--- src/rtl/ddr_sched_pkg.sv ---
package ddr_sched_pkg;

    parameter int BANK_W  = 3;
    parameter int ROW_W   = 13;
    parameter int COL_W   = 10;
    parameter int PRIO_W  = 3;
    parameter int STAMP_W = 8;
    parameter int RAISE_W = 8;

    localparam int NUM_BANKS = 1 << BANK_W;
    localparam int KEY_W     = 2 + PRIO_W + STAMP_W;
    localparam logic [RAISE_W-1:0] RAISE_OFF = '1;

    typedef enum logic [1:0] {
        CMD_RD   = 2'd0,
        CMD_WR   = 2'd1,
        CMD_REF  = 2'd2,
        CMD_SREF = 2'd3
    } cmd_kind_e;

    typedef struct packed {
        logic               vld;
        logic               wr;
        logic [BANK_W-1:0]  bank;
        logic [ROW_W-1:0]   row;
        logic [COL_W-1:0]   col;
        logic [PRIO_W-1:0]  prio;
        logic [STAMP_W-1:0] stamp;
    } cand_t;

    // Smaller key wins: promotion, then open row, then priority, then age.
    function automatic logic [KEY_W-1:0] rank_key(
        input logic               promoted,
        input logic               row_hit,
        input logic [PRIO_W-1:0]  prio,
        input logic [STAMP_W-1:0] stamp
    );
        return {~promoted, ~row_hit, prio, stamp};
    endfunction

endpackage

--- src/rtl/sched_class_pick.sv ---
module sched_class_pick
    import ddr_sched_pkg::*;
#(
    parameter int NUM_MASTERS = 4,
    parameter int MID_W       = 2
) (
    input  logic [NUM_MASTERS-1:0] req,
    input  logic [NUM_MASTERS-1:0] promo,
    input  logic [NUM_MASTERS-1:0] hit,
    input  logic [PRIO_W-1:0]      prio  [NUM_MASTERS],
    input  logic [STAMP_W-1:0]     stamp [NUM_MASTERS],
    output logic                   found,
    output logic [MID_W-1:0]       win_idx,
    output logic                   win_promo,
    output logic [PRIO_W-1:0]      win_prio
);

    logic [KEY_W-1:0] best_key;

    always_comb begin
        found     = 1'b0;
        win_idx   = '0;
        win_promo = 1'b0;
        win_prio  = '0;
        best_key  = '1;
        for (int i = 0; i < NUM_MASTERS; i++) begin
            if (req[i] && (!found ||
                    rank_key(promo[i], hit[i], prio[i], stamp[i]) < best_key)) begin
                found     = 1'b1;
                win_idx   = MID_W'(i);
                win_promo = promo[i];
                win_prio  = prio[i];
                best_key  = rank_key(promo[i], hit[i], prio[i], stamp[i]);
            end
        end
    end

endmodule

--- src/rtl/sched_promote.sv ---
module sched_promote
    import ddr_sched_pkg::*;
#(
    parameter int NUM_MASTERS = 4,
    parameter int MID_W       = 2
) (
    input  logic                   clk,
    input  logic                   rst,
    input  logic [RAISE_W-1:0]     raise_limit,
    input  logic [NUM_MASTERS-1:0] vld,
    input  logic [STAMP_W-1:0]     stamp [NUM_MASTERS],
    input  logic                   xfer_done,
    input  logic [MID_W-1:0]       done_mid,
    output logic                   promo_on,
    output logic [MID_W-1:0]       promo_mid
);

    logic [RAISE_W-1:0] xfer_cnt;
    logic               any_vld;
    logic [MID_W-1:0]   oldest_mid;
    logic [STAMP_W-1:0] oldest_stamp;
    logic               fire;
    logic               promo_issued;

    always_comb begin
        any_vld      = 1'b0;
        oldest_mid   = '0;
        oldest_stamp = '1;
        for (int i = 0; i < NUM_MASTERS; i++) begin
            if (vld[i] && (!any_vld || stamp[i] < oldest_stamp)) begin
                any_vld      = 1'b1;
                oldest_mid   = MID_W'(i);
                oldest_stamp = stamp[i];
            end
        end
    end

    assign fire = !promo_on && (raise_limit != RAISE_OFF) &&
                  (xfer_cnt >= raise_limit) && any_vld;
    assign promo_issued = promo_on && xfer_done && (done_mid == promo_mid);

    always_ff @(posedge clk) begin
        if (rst) begin
            xfer_cnt  <= '0;
            promo_on  <= 1'b0;
            promo_mid <= '0;
        end else begin
            if (fire) begin
                promo_on  <= 1'b1;
                promo_mid <= oldest_mid;
                xfer_cnt  <= '0;
            end else begin
                if (promo_issued || (promo_on && !vld[promo_mid]))
                    promo_on <= 1'b0;
                if (xfer_done && xfer_cnt != '1)
                    xfer_cnt <= xfer_cnt + 1'b1;
            end
        end
    end

    AST_OFF_NO_PROMO: assert property (@(posedge clk) disable iff (rst)
        (raise_limit == RAISE_OFF && !promo_on) |=> !promo_on);

    AST_PROMO_HOLD: assert property (@(posedge clk) disable iff (rst)
        (promo_on && !promo_issued && vld[promo_mid]) |=>
        (promo_on && $stable(promo_mid)));

    AST_COUNT_RESTART: assert property (@(posedge clk) disable iff (rst)
        $rose(promo_on) |-> (xfer_cnt == '0));

endmodule

--- src/rtl/ddr_cmd_sched.sv ---
module ddr_cmd_sched
    import ddr_sched_pkg::*;
#(
    parameter int NUM_MASTERS = 4,
    localparam int MID_W = (NUM_MASTERS > 1) ? $clog2(NUM_MASTERS) : 1
) (
    input  logic                           clk,
    input  logic                           rst,
    input  logic [NUM_MASTERS-1:0]         cand_valid,
    input  logic [NUM_MASTERS-1:0]         cand_write,
    input  logic [NUM_MASTERS*BANK_W-1:0]  cand_bank,
    input  logic [NUM_MASTERS*ROW_W-1:0]   cand_row,
    input  logic [NUM_MASTERS*COL_W-1:0]   cand_col,
    input  logic [NUM_MASTERS*PRIO_W-1:0]  cand_prio,
    input  logic [NUM_MASTERS*STAMP_W-1:0] cand_stamp,
    input  logic [NUM_BANKS-1:0]           bank_open,
    input  logic [NUM_BANKS*ROW_W-1:0]     open_row,
    input  logic                           rd_fifo_full,
    input  logic                           ref_must,
    input  logic                           ref_need,
    input  logic                           ref_may,
    input  logic                           sref_req,
    input  logic [RAISE_W-1:0]             raise_limit,
    output logic                           cmd_valid,
    input  logic                           cmd_ready,
    output logic [1:0]                     cmd_kind,
    output logic [BANK_W-1:0]              cmd_bank,
    output logic [ROW_W-1:0]               cmd_row,
    output logic [COL_W-1:0]               cmd_col,
    output logic [MID_W-1:0]               cmd_master,
    output logic [NUM_MASTERS-1:0]         cand_take
);

    cand_t              cands [NUM_MASTERS];
    logic [PRIO_W-1:0]  prio_a  [NUM_MASTERS];
    logic [STAMP_W-1:0] stamp_a [NUM_MASTERS];
    logic [NUM_MASTERS-1:0] hit, promo_vec;
    logic [NUM_MASTERS-1:0] cls_req [2];

    logic               cls_found [2];
    logic [MID_W-1:0]   cls_idx   [2];
    logic               cls_promo [2];
    logic [PRIO_W-1:0]  cls_prio  [2];

    logic               promo_on;
    logic [MID_W-1:0]   promo_mid;
    logic               rd_ok, wr_beats, take_rd, is_data, xfer_done;
    logic [MID_W-1:0]   data_idx;
    cmd_kind_e          kind;

    always_comb begin
        for (int i = 0; i < NUM_MASTERS; i++) begin
            cands[i].vld   = cand_valid[i];
            cands[i].wr    = cand_write[i];
            cands[i].bank  = cand_bank[i*BANK_W +: BANK_W];
            cands[i].row   = cand_row[i*ROW_W +: ROW_W];
            cands[i].col   = cand_col[i*COL_W +: COL_W];
            cands[i].prio  = cand_prio[i*PRIO_W +: PRIO_W];
            cands[i].stamp = cand_stamp[i*STAMP_W +: STAMP_W];
            prio_a[i]      = cands[i].prio;
            stamp_a[i]     = cands[i].stamp;
            hit[i]         = bank_open[cands[i].bank] &&
                             (open_row[cands[i].bank*ROW_W +: ROW_W] == cands[i].row);
            promo_vec[i]   = promo_on && (promo_mid == MID_W'(i));
            cls_req[0][i]  = cands[i].vld && !cands[i].wr;
            cls_req[1][i]  = cands[i].vld &&  cands[i].wr;
        end
    end

    // Class 0 ranks reads, class 1 ranks writes.
    for (genvar g = 0; g < 2; g++) begin : g_cls
        sched_class_pick #(
            .NUM_MASTERS (NUM_MASTERS),
            .MID_W       (MID_W)
        ) u_pick (
            .req       (cls_req[g]),
            .promo     (promo_vec),
            .hit       (hit),
            .prio      (prio_a),
            .stamp     (stamp_a),
            .found     (cls_found[g]),
            .win_idx   (cls_idx[g]),
            .win_promo (cls_promo[g]),
            .win_prio  (cls_prio[g])
        );
    end

    sched_promote #(
        .NUM_MASTERS (NUM_MASTERS),
        .MID_W       (MID_W)
    ) u_promote (
        .clk         (clk),
        .rst         (rst),
        .raise_limit (raise_limit),
        .vld         (cand_valid),
        .stamp       (stamp_a),
        .xfer_done   (xfer_done),
        .done_mid    (data_idx),
        .promo_on    (promo_on),
        .promo_mid   (promo_mid)
    );

    always_comb begin
        rd_ok    = cls_found[0] && !rd_fifo_full;
        wr_beats = cls_found[1] &&
                   ({~cls_promo[1], cls_prio[1]} < {~cls_promo[0], cls_prio[0]});
        take_rd  = rd_ok && !wr_beats;

        cmd_valid = 1'b1;
        kind      = CMD_REF;
        if (ref_must)          kind = CMD_REF;
        else if (take_rd)      kind = CMD_RD;
        else if (ref_need)     kind = CMD_REF;
        else if (cls_found[1]) kind = CMD_WR;
        else if (ref_may)      kind = CMD_REF;
        else if (sref_req)     kind = CMD_SREF;
        else                   cmd_valid = 1'b0;

        is_data  = cmd_valid && (kind == CMD_RD || kind == CMD_WR);
        data_idx = (kind == CMD_RD) ? cls_idx[0] : cls_idx[1];

        cmd_kind   = kind;
        cmd_master = is_data ? data_idx : '0;
        cmd_bank   = is_data ? cands[data_idx].bank : '0;
        cmd_row    = is_data ? cands[data_idx].row  : '0;
        cmd_col    = is_data ? cands[data_idx].col  : '0;

        xfer_done  = is_data && cmd_ready;
        cand_take  = '0;
        if (xfer_done) cand_take[data_idx] = 1'b1;
    end

    AST_SINGLE_TAKE: assert property (@(posedge clk) disable iff (rst)
        $onehot0(cand_take));

    AST_TAKE_NEEDS_HS: assert property (@(posedge clk) disable iff (rst)
        (|cand_take) |-> (cmd_valid && cmd_ready));

    AST_NO_RD_WHEN_FULL: assert property (@(posedge clk) disable iff (rst)
        (cmd_valid && rd_fifo_full) |-> (cmd_kind != 2'd0));

    AST_MUST_WINS: assert property (@(posedge clk) disable iff (rst)
        ref_must |-> (cmd_valid && cmd_kind == 2'd2));

endmodule

--- config.mk ---
export PLATFORM = sky130hd
export DESIGN_NAME = ddr_cmd_sched
export DESIGN_NICKNAME = d
export VERILOG_FILES = /design/src/rtl/ddr_sched_pkg.sv /design/src/rtl/sched_class_pick.sv /design/src/rtl/sched_promote.sv /design/src/rtl/ddr_cmd_sched.sv
export SDC_FILE = /design/constraint.sdc
export NUM_CORES = 1
export LEC_CHECK = 0
export BUFFER_PORTS_ARGS = -buffer_cell sky130_fd_sc_hd__buf_2
export CAP_MARGIN = 20
export CORE_ASPECT_RATIO = 0.8
export CORE_MARGIN = 10
export CORE_UTILIZATION = 57
export CTS_BUF_LIST = sky130_fd_sc_hd__clkbuf_8 sky130_fd_sc_hd__clkbuf_16
export CTS_CLUSTER_SIZE = 25
export DETAILED_ROUTE_END_ITERATION = 7
export GPL_ROUTABILITY_DRIVEN = 0
export GPL_TIMING_DRIVEN = 0
export PLACE_DENSITY_LB_ADDON = 0.08
export SETUP_SLACK_MARGIN = 0.05
export SLEW_MARGIN = 5
export SYNTH_ARGS = -nofsm -noshare
export SYNTH_HDL_FRONTEND = slang
export SYNTH_SLANG_ARGS = --single-unit
--- constraint.sdc ---
create_clock -name clk -period 30.8 [get_ports clk]
set_input_delay 3.08 -clock clk [delete_from_list [all_inputs] [get_ports clk]]
set_output_delay 3.08 -clock clk [all_outputs]
set_load 0.02 [all_outputs]
; ---- Word-level counts from Yosys, hierarchy flattened
; Index checks and enable logic that the tools add are counted.
; Widths: inputs -> output; s select.
[classes]
addsub = 1
multipliers = 4
div_mod_pow = 0
magnitude_cmp = 19
eq_ne = 11
shifts = 4
muxes = 81
bitwise = 11
reduce_logical = 70
[ops]
columns = op, n
row1 = $shiftx 104x8->13, 4
row2 = $mux 13, 7
row3 = $bmux 39 s2, 1
row4 = $lt 13x13->1, 6
row5 = $mux 37, 2
row6 = $eq 13x13->1, 4
row7 = $mux 1, 39
row8 = $logic_and 1x1->1, 38
row9 = $mul 3x4->7 const B, 4
row10 = $mux 3, 9
row11 = $lt 8x8->1, 3
row12 = $mux 2, 12
row13 = $mux 8, 3
row14 = $logic_not 1->1, 17
row15 = $lt 3x4->1 const B, 4
row16 = $ne 8x8->1 const B, 2
row17 = $bmux 1 s3, 4
row18 = $logic_or 1x1->1, 11
row19 = $mux 10, 1
row20 = $not 1->1, 10
row21 = $add 8x1->8 const B, 1
row22 = $ge 8x8->1, 1
row23 = $lt 2x3->1 const B, 2
row24 = $eq 2x1->1 const B, 2
row25 = 12 further kinds, 14
[word_totals]
reg_bits = 11
latch_bits = 0
ram_bits = 0
romBits = 0
output_inout_bits = 35
wordCells = 204
memories = 0

; ---- Logic depth before layout (Yosys ltp)
; Gate-level depths: netlist of the first run.
[depth]
ltp_word = 34
mapped_depth = 48

; ---- By module
; A second synthesis of the first run with hierarchy kept.
[hier_totals]
hier_cells = 1132
hier_area_um2 = 9773.1
[modules_own_cells]
columns = mod, instances, cells_per_inst, area_per_inst_um2, seq_area_each_um2
row1 = ddr_cmd_sched, 1, 503, 5073.6, 0.0
row2 = sched_class_pick, 2, 215, 1566.5, 0.0
row3 = sched_promote, 1, 199, 1566.5, 220.2

; ---- Worst setup path before layout of the first run
; No wires, ideal clock.
[synth_timing]
kind = in2out
from = input cand_bank[3]
to = output cmd_col[1]
t_arrival_ns = 12.879
path_slack_ns = 14.841
path_stages = 44
path_buffers = 8
path_cell_list = clkbuf_1 > clkbuf_1 > mux4_2 > mux2i_1 > xnor2_1 > nor4_1 > nand4_1 > ha_1 > and4_1 > nand2_1 > a311o_1 > nand3_1 > clkbuf_1 > clkbuf_1 > o21ai_0 > ha_1 > nand3_1 > nor2_1 > (+8 left out) > and3_1 > a221oi_1 > o21ai_0 > a211oi_1 > and4b_1 > a221oi_2 > buf_2 > o211ai_1 > o21ai_0 > ha_1 > a21oi_1 > o21ai_0 > o21ai_0 > a31oi_4 > mux2i_2 > buf_2 > mux2i_1 > o22ai_1
[synth_between]
elab_chain_cells = 31
[synth_lines]
columns = element, line_no
row1 = start: declaration, ddr_cmd_sched.sv:11  ; input logic [NUM_MASTERS*BANK_W-1:0] cand_bank,
row2 = $mul 3x4->7, ddr_cmd_sched.sv:63  ; (open_row[cands[i].bank*ROW_W +: ROW_W] == cands[i].row);
row3 = $shiftx 104x8->13, ddr_cmd_sched.sv:63
row4 = $eq 13x13->1, ddr_cmd_sched.sv:63
row5 = $logic_and 1x1->1 *, ddr_cmd_sched.sv:62  ; hit[i] = bank_open[cands[i].bank] &&
row6 = $not 1->1 *, ddr_sched_pkg.sv:38  ; return {~promoted, ~row_hit, prio, stamp};
row7 = $lt 13x13->1, sched_class_pick.sv:28  ; rank_key(promo[i], hit[i], prio[i], stamp[i]) < best_key)) begin
row8 = $logic_or 1x1->1, sched_class_pick.sv:27  ; if (req[i] && (!found ||
row9 = $logic_and 1x1->1, sched_class_pick.sv:27
row10 = (+14 left out), n/a
row11 = $mux 2, ddr_cmd_sched.sv:112  ; else if (take_rd) kind = CMD_RD;
row12 = $mux 2, ddr_cmd_sched.sv:111  ; if (ref_must) kind = CMD_REF;
row13 = $logic_not 2->1, "ddr_cmd_sched.sv:119, ddr_cmd_sched.sv:120"
row14 = $mux 2, ddr_cmd_sched.sv:120  ; data_idx = (kind == CMD_RD) ? cls_idx[0] : cls_idx[1];
row15 = $not 2->3 (not written as such), ddr_cmd_sched.sv:126  ; cmd_col = is_data ? cands[data_idx].col : '0;
row16 = $bmux 39 s2, ddr_cmd_sched.sv:126
row17 = $mux 37 (not written as such) (2 in series), ddr_cmd_sched.sv:126
row18 = $mux 10 *, ddr_cmd_sched.sv:126
row19 = end: declaration, ddr_cmd_sched.sv:29  ; output logic [COL_W-1:0] cmd_col,
; Mark *: on every way between the ends. The rest lies on a longest branch, timed or not. The select of a mux whose other input is x is not followed.

; ---- Worst setup path after layout of the first run
[layout_timing]
from = input cand_bank[0]
to = output cmd_row[5]
[layout_between]
elab_chain_cells = 32
[layout_lines]
columns = element, line_no
row1 = $mul 3x4->7, ddr_cmd_sched.sv:63
row2 = $shiftx 104x8->13, ddr_cmd_sched.sv:63
row3 = $eq 13x13->1, ddr_cmd_sched.sv:63
row4 = $logic_and 1x1->1 *, ddr_cmd_sched.sv:62
row5 = $not 1->1 *, n/a
row6 = $mux 13, sched_class_pick.sv:27
row7 = $lt 13x13->1, sched_class_pick.sv:28
row8 = $logic_or 1x1->1, sched_class_pick.sv:27
row9 = (+15 left out), n/a
row10 = $mux 2, ddr_cmd_sched.sv:112
row11 = $mux 2, ddr_cmd_sched.sv:111
row12 = $logic_not 2->1, "ddr_cmd_sched.sv:119, ddr_cmd_sched.sv:120"
row13 = $mux 2, ddr_cmd_sched.sv:120
row14 = $not 2->3 (not written as such), ddr_cmd_sched.sv:125  ; cmd_row = is_data ? cands[data_idx].row : '0;
row15 = $bmux 39 s2, ddr_cmd_sched.sv:125
row16 = $mux 37 (2 in series), n/a
row17 = $mux 13 *, ddr_cmd_sched.sv:125
row18 = end: declaration, ddr_cmd_sched.sv:28  ; output logic [ROW_W-1:0] cmd_row,
; Marks and branches as above.

==> results of run 1 <==
registers in the layout, summed over array words and instances, names as in the netlist:
register / flops
u_promote.xfer_cnt: 8
u_promote.promo_mid: 2
u_promote.promo_on: 1
layer usage:
layer,track usage,up-vias,routed length [um]
met2,0.508,852,16700
met5,0,-,50
li1,-,4653,-
met3,0.107,132,5790
met4,0.120,8,1470
met1,0.447,4858,15100
where the power goes:
group          total (W)  switching [W]  internal, W
Sequential     0.0000147    0.000000194    0.0000145
Clock          0.0000241     0.00000684    0.0000172
Combinational   0.000224       0.000125    0.0000989
Total           0.000262       0.000132     0.000131
synth_stat cells, drive strengths merged (12+ instances only):
master	count
a21o	16
nand2b	12
mux2i	96
o21ai	72
buf	27
a211oi	13
ha	105
a21oi	34
nand3	23
nor4	16
o22ai	26
a22oi	16
mux2	28
nor2	53
clkbuf	38
nand4	21
mux4	113
nor2b	20
inv	39
nand2	64
xnor2	59
kinds of logic after synthesis:
| kind of cell | after synthesis |
|---|---|
| flops | 11 |
| mux | 237 |
| buf+inv | 104 |
| fa+ha+maj | 105 |
| simple gates | 256 |
| xor+xnor | 63 |
| compound gates | 233 |
tightest hold or removal path: stages (launching register included):
cell	delay, ns
dfxtp_1	0.35
xor2_1	0.09
nor2_1	0.07
cell type report:
type / instances / area [um^2] / share of cell area
clock inverter: 1 / 5.00 / 0.000449
buffer: 65 / 284 / 0.0255
tap: 215 / 269 / 0.0241
multi-input combinational: 894 / 8590 / 0.771
clock buffer: 3 / 75.1 / 0.00673
timing repair buffer: 303 / 1520 / 0.136
sequential: 11 / 220 / 0.0198
inverter: 39 / 146 / 0.0131
antenna: 15 / 37.5 / 0.00337
through the flow:
| step | utilization | instance area, um^2 | std cells | power, W |
|---|---|---|---|---|
| 6_report | 0.703 | 11100 | 1546 | 0.000262 |
| 4_1_cts | 0.701 | 11100 | 1531 | 0.000256 |
| 2_1_floorplan | - | 9240 | 1009 | 0.000158 |
| 3_3_place_gp | 0.696 | 11000 | 1527 | 0.000228 |
| 3_5_place_dp | 0.696 | 11000 | 1527 | 0.000231 |
| 5_1_grt | 0.703 | 11100 | 1545 | 0.000278 |
path summary, 6_finish.rpt:
check	to	slack, ns	cells after the start
setup / recovery	cmd_row[5]	11.53	46
setup reg to reg	u_promote.promo_on	20.38	40
hold reg to reg	u_promote.xfer_cnt[5]	0.55	2
hold / removal	u_promote.xfer_cnt[5]	0.55	2
==> key figures, run 1 <==
Run status
  • Run status: complete, no violations

Clocking
  • Hold-fix buffer count after cts: 0
  • CTS sink cnt: 11
  • CTS tree: built
  • Reg clk slew, reported paths: roughly 0.040 ns
  • Clock Latency Late Sink: ~0.24 ns
  • H-tree depth: 1
  • Root Buffer: clkbuf_16
  • Setup bufs post-CTS: 0
  • Post-CTS sizing: 0
  • TritonCTS buffer count: 3
  • CTS Buffer Depth: 2

Floorplanning
  • Die Wd: 162 um
  • Full die area: 21700 um^2
  • Number of I/O pins: 319
  • Core area: between 15000 and 20000 um^2
  • # rows: 41
  • Die height: between 100 and 150 um
  • Initial Util: 0.583

Critical path
  • Worst Path Class, Setup: in -> out
  • Critical path's most frequent cell: o21ai_0
  • Slowest cell on crit path: buf_1
  • CP Launch Type: input pin
  • Worst EP arrival: 16.19 ns
  • Max FO, Critical Path: 10
  • Critical R2R Launch: u_promote.promo_mid[0]
  • Slowest stage delay, CP: 0.77 ns
  • Worst Path Required: 27.72 ns
  • Crit. Startpoint: cand_bank[0]
  • Cell family with most CP delay: buffers and inverters
  • Critical Path Sink Type: output pin
  • WP buf/inv: 9

GRT
  • Total GRT Usage: 0.339
  • Initial antenna violation count: 19
  • First-pass GRT wire length: 58500 um
  • Largest net degree at the start of global routing: 11
  • Vias in the first global route: 10437
  • Overflow after GRT: 0

Synthesis
  • Post-synth EDFFs: 0
  • Largest family of logic cells by synthesized area: multiplexers
  • Register area share after synthesis: 0.0238
  • Post-Synthesis Cells: 1009
  • Cell Area, Synth: 9240 um^2
  • Synthesized flop and latch total: 11
  • Syn nets: between 1000 and 1500
  • Post-synth top area share: 0.275
  • Asr flop ratio synth: 0
  • Simple logic cell fraction of the synthesized area: 0.144
  • Synth area leader: mux4_2
  • Syn Area/Cell: 9.16 um^2
  • Synth unique cells: 70
  • Synth Flop Type: dfxtp_1
  • Ys Warns: 0
  • Synth Area in XOR/XNOR: 0.0597
  • Adder-Cell Fraction of Synth Area: 0.142
  • Largest cells by area after synthesis: mux4_2, ha_1, mux2i_1
  • Post-synthesis mux area share: 0.414
  • Fraction of the mapped netlist area in compound gates: 0.169

Finish
  • Most frequent cells in the layout: buf_2, mux4_2, ha_1
  • Layout cells sized above 1: 0.366
  • Fin nets: 1706
  • Most common cell after layout, fill and taps aside: buf_2
  • Fillers: 1316
  • Area grow syn2layout: 20.6%

Route
  • Wire per inst: 25.3 um
  • Post-DR vias/cell: approximately 6.8
  • Pre-antenna DRT Iters: 5
  • Via Count: 10503
  • Final wirelength: 39200 um
  • Initial DRC count: about 1500
  • Antenna Nets Post-Route: 0
  • Residual DRC count: 0

STA
  • Setup TNS: 0 ns
  • Maximum clock rate: 51.9 MHz
  • Slew margin rel.: 0.275
  • Min cycle time layout: 19.27 ns
  • Setup Viol. Count Final: 0
  • Final worst-path cycle share: 0.626
  • Final worst slack: 11.53 ns
  • Clk_skew: around 0.0019 ns
  • Pins Over Slew Limit: 0
  • Hold WS: approximately 0.55 ns
  • Unrepaired setup endpoints after global routing: no
  • Worst-margin pin slew: 1.09 ns
  • Hold Fails Final Rpt: 0

Power
  • Lkg Pwr: between 5 and 6 nW
  • Worst IR drop on VDD: about 0.015 mV
  • Pwr dens: 23.5 nW/um^2

Place
  • Post-place setup slack: around 12 ns
  • # port buffers: 303
  • DP HPWL: 33100 um

Min path
  • Hold WC Path Type: reg -> reg
  • Hold_sp: u_promote.xfer_cnt[5]

Job
  • Total of max-cap violations: 0
Power figures use the tool's default switching activity.
==> inputs of run 2 (changes only) <==
- CORE_UTILIZATION: 57 -> 53
- clock period: 30.8 -> 18.55 ns (I/O delays scaled with it)
==> key figures, run 2 (synthesized netlist as in run 1, its figures left out) <==
Floorplanning
  • Core area: 17200 um^2 (+8.6%)
  • # rows: 43 (+4.9%)
  • Die height: 138 um (+3.2%)
  • Number of I/O pins: 319 (unchanged)
  • Die Wd: 168 um (+3.2%)
  • Initial Util: 0.537 (-0.0462)
  • Full die area: 23200 um^2 (+6.5%)

GRT
  • First-pass GRT wire length: 59100 um (+0.87%)
  • Largest net degree at the start of global routing: 11 (unchanged)
  • Initial antenna violation count: 17 (-2)
  • Total GRT Usage: 0.318 (-0.0211)
  • Overflow after GRT: 0 (unchanged)
  • Vias in the first global route: 10311 (-1.2%)

Power
  • Lkg Pwr: 5.09 nW (+0.29%)
  • Overall Power: 0.000438 W (+67%)
  • Worst IR drop on VDD: 0.0286 mV (+87%)
  • Pwr dens: 39.2 nW/um^2 (+66%)

Critical path
  • Slowest stage delay, CP: 0.71 ns (-0.06 ns)
  • Worst EP arrival: 14.76 ns (-1.43 ns)
  • Worst Path Class, Setup: in -> out
  • Worst r2r path cells: 40 (unchanged)
  • Critical path's most frequent cell: o21ai_0
  • Critical Path Sink Type: output pin
  • CP Launch Type: input pin
  • Slowest cell on crit path: buf_1
  • Max FO, Critical Path: 10 (unchanged)
  • Worst Path Required: 16.69 ns (-11.03 ns)

Clocking
  • Root Buffer: clkbuf_16
  • Clock Latency Late Sink: 0.24 ns (about the same)
  • CTS tree: built
  • CTS Buffer Depth: 2 (unchanged)
  • H-tree depth: 1 (unchanged)
  • Hold-fix buffer count after cts: 0 (unchanged)
  • Reg clk slew, reported paths: 0.04 ns (about the same)
  • TritonCTS buffer count: 3 (unchanged)
  • CTS sink cnt: 11 (unchanged)
  • Post-CTS sizing: 0 (unchanged)
  • Setup bufs post-CTS: 0 (unchanged)

STA
  • Slew margin rel.: 0.336 (+0.0613)
  • Hold Fails Final Rpt: 0 (unchanged)
  • Unrepaired setup endpoints after global routing: no
  • Worst-margin pin slew: 0.996 ns (-0.0919 ns)
  • Setup Viol. Count Final: 0 (unchanged)
  • Min cycle time layout: 16.61 ns
  • Final worst-path cycle share: 0.896
  • Clk_skew: 0.00166 ns (-0.000230 ns)
  • Setup TNS: 0 ns (unchanged)
  • Maximum clock rate: 60.2 MHz
  • Pins Over Slew Limit: 0 (unchanged)

Route
  • Residual DRC count: 0 (unchanged)
  • Post-DR vias/cell: 6.70 (-1.4%)
  • Via Count: 10460 (-0.41%)
  • Wire per inst: 25.4 um (about the same)
  • Antenna Nets Post-Route: 0 (unchanged)
  • Initial DRC count: 1316 (-12%)
  • Pre-antenna DRT Iters: 7 (+2)
  • Final wirelength: 39600 um (+1.1%)

Place
  • DP HPWL: 33300 um (+0.59%)
  • Placed cells: 1538 (+0.72%)
  • # port buffers: 303 (unchanged)

Finish
  • Non-Filler Instances: 1561 (+0.97%)
  • Area grow syn2layout: 21.1%
  • Most frequent cells in the layout: buf_2, mux4_2, ha_1
  • Most common cell after layout, fill and taps aside: buf_2
  • Fillers: 1553 (+18%)
  • Fin nets: 1709 (+0.18%)
  • Max reg flops: 8 (unchanged)
  • Top flop regs: u_promote.xfer_cnt: 8 flops, u_promote.promo_mid: 2 flops, u_promote.promo_on: 1 flops
  • Multi-input gate area: 8590 um^2 (about the same)
  • Top reg by flops: u_promote.xfer_cnt
  • Register area: 220 um^2 (unchanged)
  • Layout cells sized above 1: 0.366 (about the same)
  • Final core occ: 0.650 (-0.0534)

Run status
  • Run status: complete, no violations

Min path
  • Hold WC Path Type: reg -> reg
  • Hold path depth: 2 (unchanged)

Job
  • Total of max-cap violations: 0 (unchanged)
[run 2: final timing paths]
check	start	endpoint	slack, ns
min reg2reg	u_promote.xfer_cnt[5]	u_promote.xfer_cnt[5]	0.55
min	u_promote.xfer_cnt[5]	u_promote.xfer_cnt[5]	0.55
max reg2reg	u_promote.promo_mid[0]	u_promote.promo_on	8.20
max	cand_bank[0]	cmd_row[8]	1.94
[run 2: critical path, delay by kind of cell]
kind / cells / cell delay, ns
AND/OR/NAND/NOR: 12 / 2.75
buffers and inverters: 9 / 3.56
XOR/XNOR: 1 / 0.16
adder cells (fa/ha/maj): 4 / 1.17
multiplexers: 4 / 1.72
AO/OA/AOI/OAI: 16 / 3.52
[run 2: layout make-up]
| cell class | instances | share of cell area |
|---|---|---|
| Antenna cell | 17 | 0.00380 |
| Timing Repair Buffer | 306 | 0.138 |
| Clock inverter | 1 | 0.000335 |
| Tap cell | 225 | 0.0252 |
| Clock buffer | 3 | 0.00671 |
| Buffer | 65 | 0.0254 |
| Multi-Input combinational cell | 894 | 0.768 |
| Sequential cell | 11 | 0.0197 |
| Inverter | 39 | 0.0131 |
[run 2: metrics by stage]
stage	hold slack (ns)	area [um^2]	worst slack [ns]
CTS	0.543	11100	2.15
detailed placement	0.533	11000	2.21
global placement	0.528	11000	2.30
global route	0.570	11200	0.981
finish	0.550	11200	1.94
floorplan	0.496	9240	5.04
[run 2: where the power goes]
group / switching (W) / total, W / leakage, nW / internal [W]
logic: 0.000209 / 0.000374 / 4.96 / 0.000165
registers: 0.000000306 / 0.0000244 / 0.0887 / 0.0000241
clock network: 0.0000116 / 0.0000400 / 0.0424 / 0.0000284
[run 2: metal layers]
layer | up-vias | GRT usage | wire (um) | part of all wire
li1 | 4665 | - | - | -
met1 | 4906 | 0.419 | 15700 | 0.40
met2 | 787 | 0.468 | 16700 | 0.42
met3 | 100 | 0.130 | 5920 | 0.15
met4 | 2 | 0.0855 | 1190 | 0.030
met5 | - | 0 | 12 | 0.00030
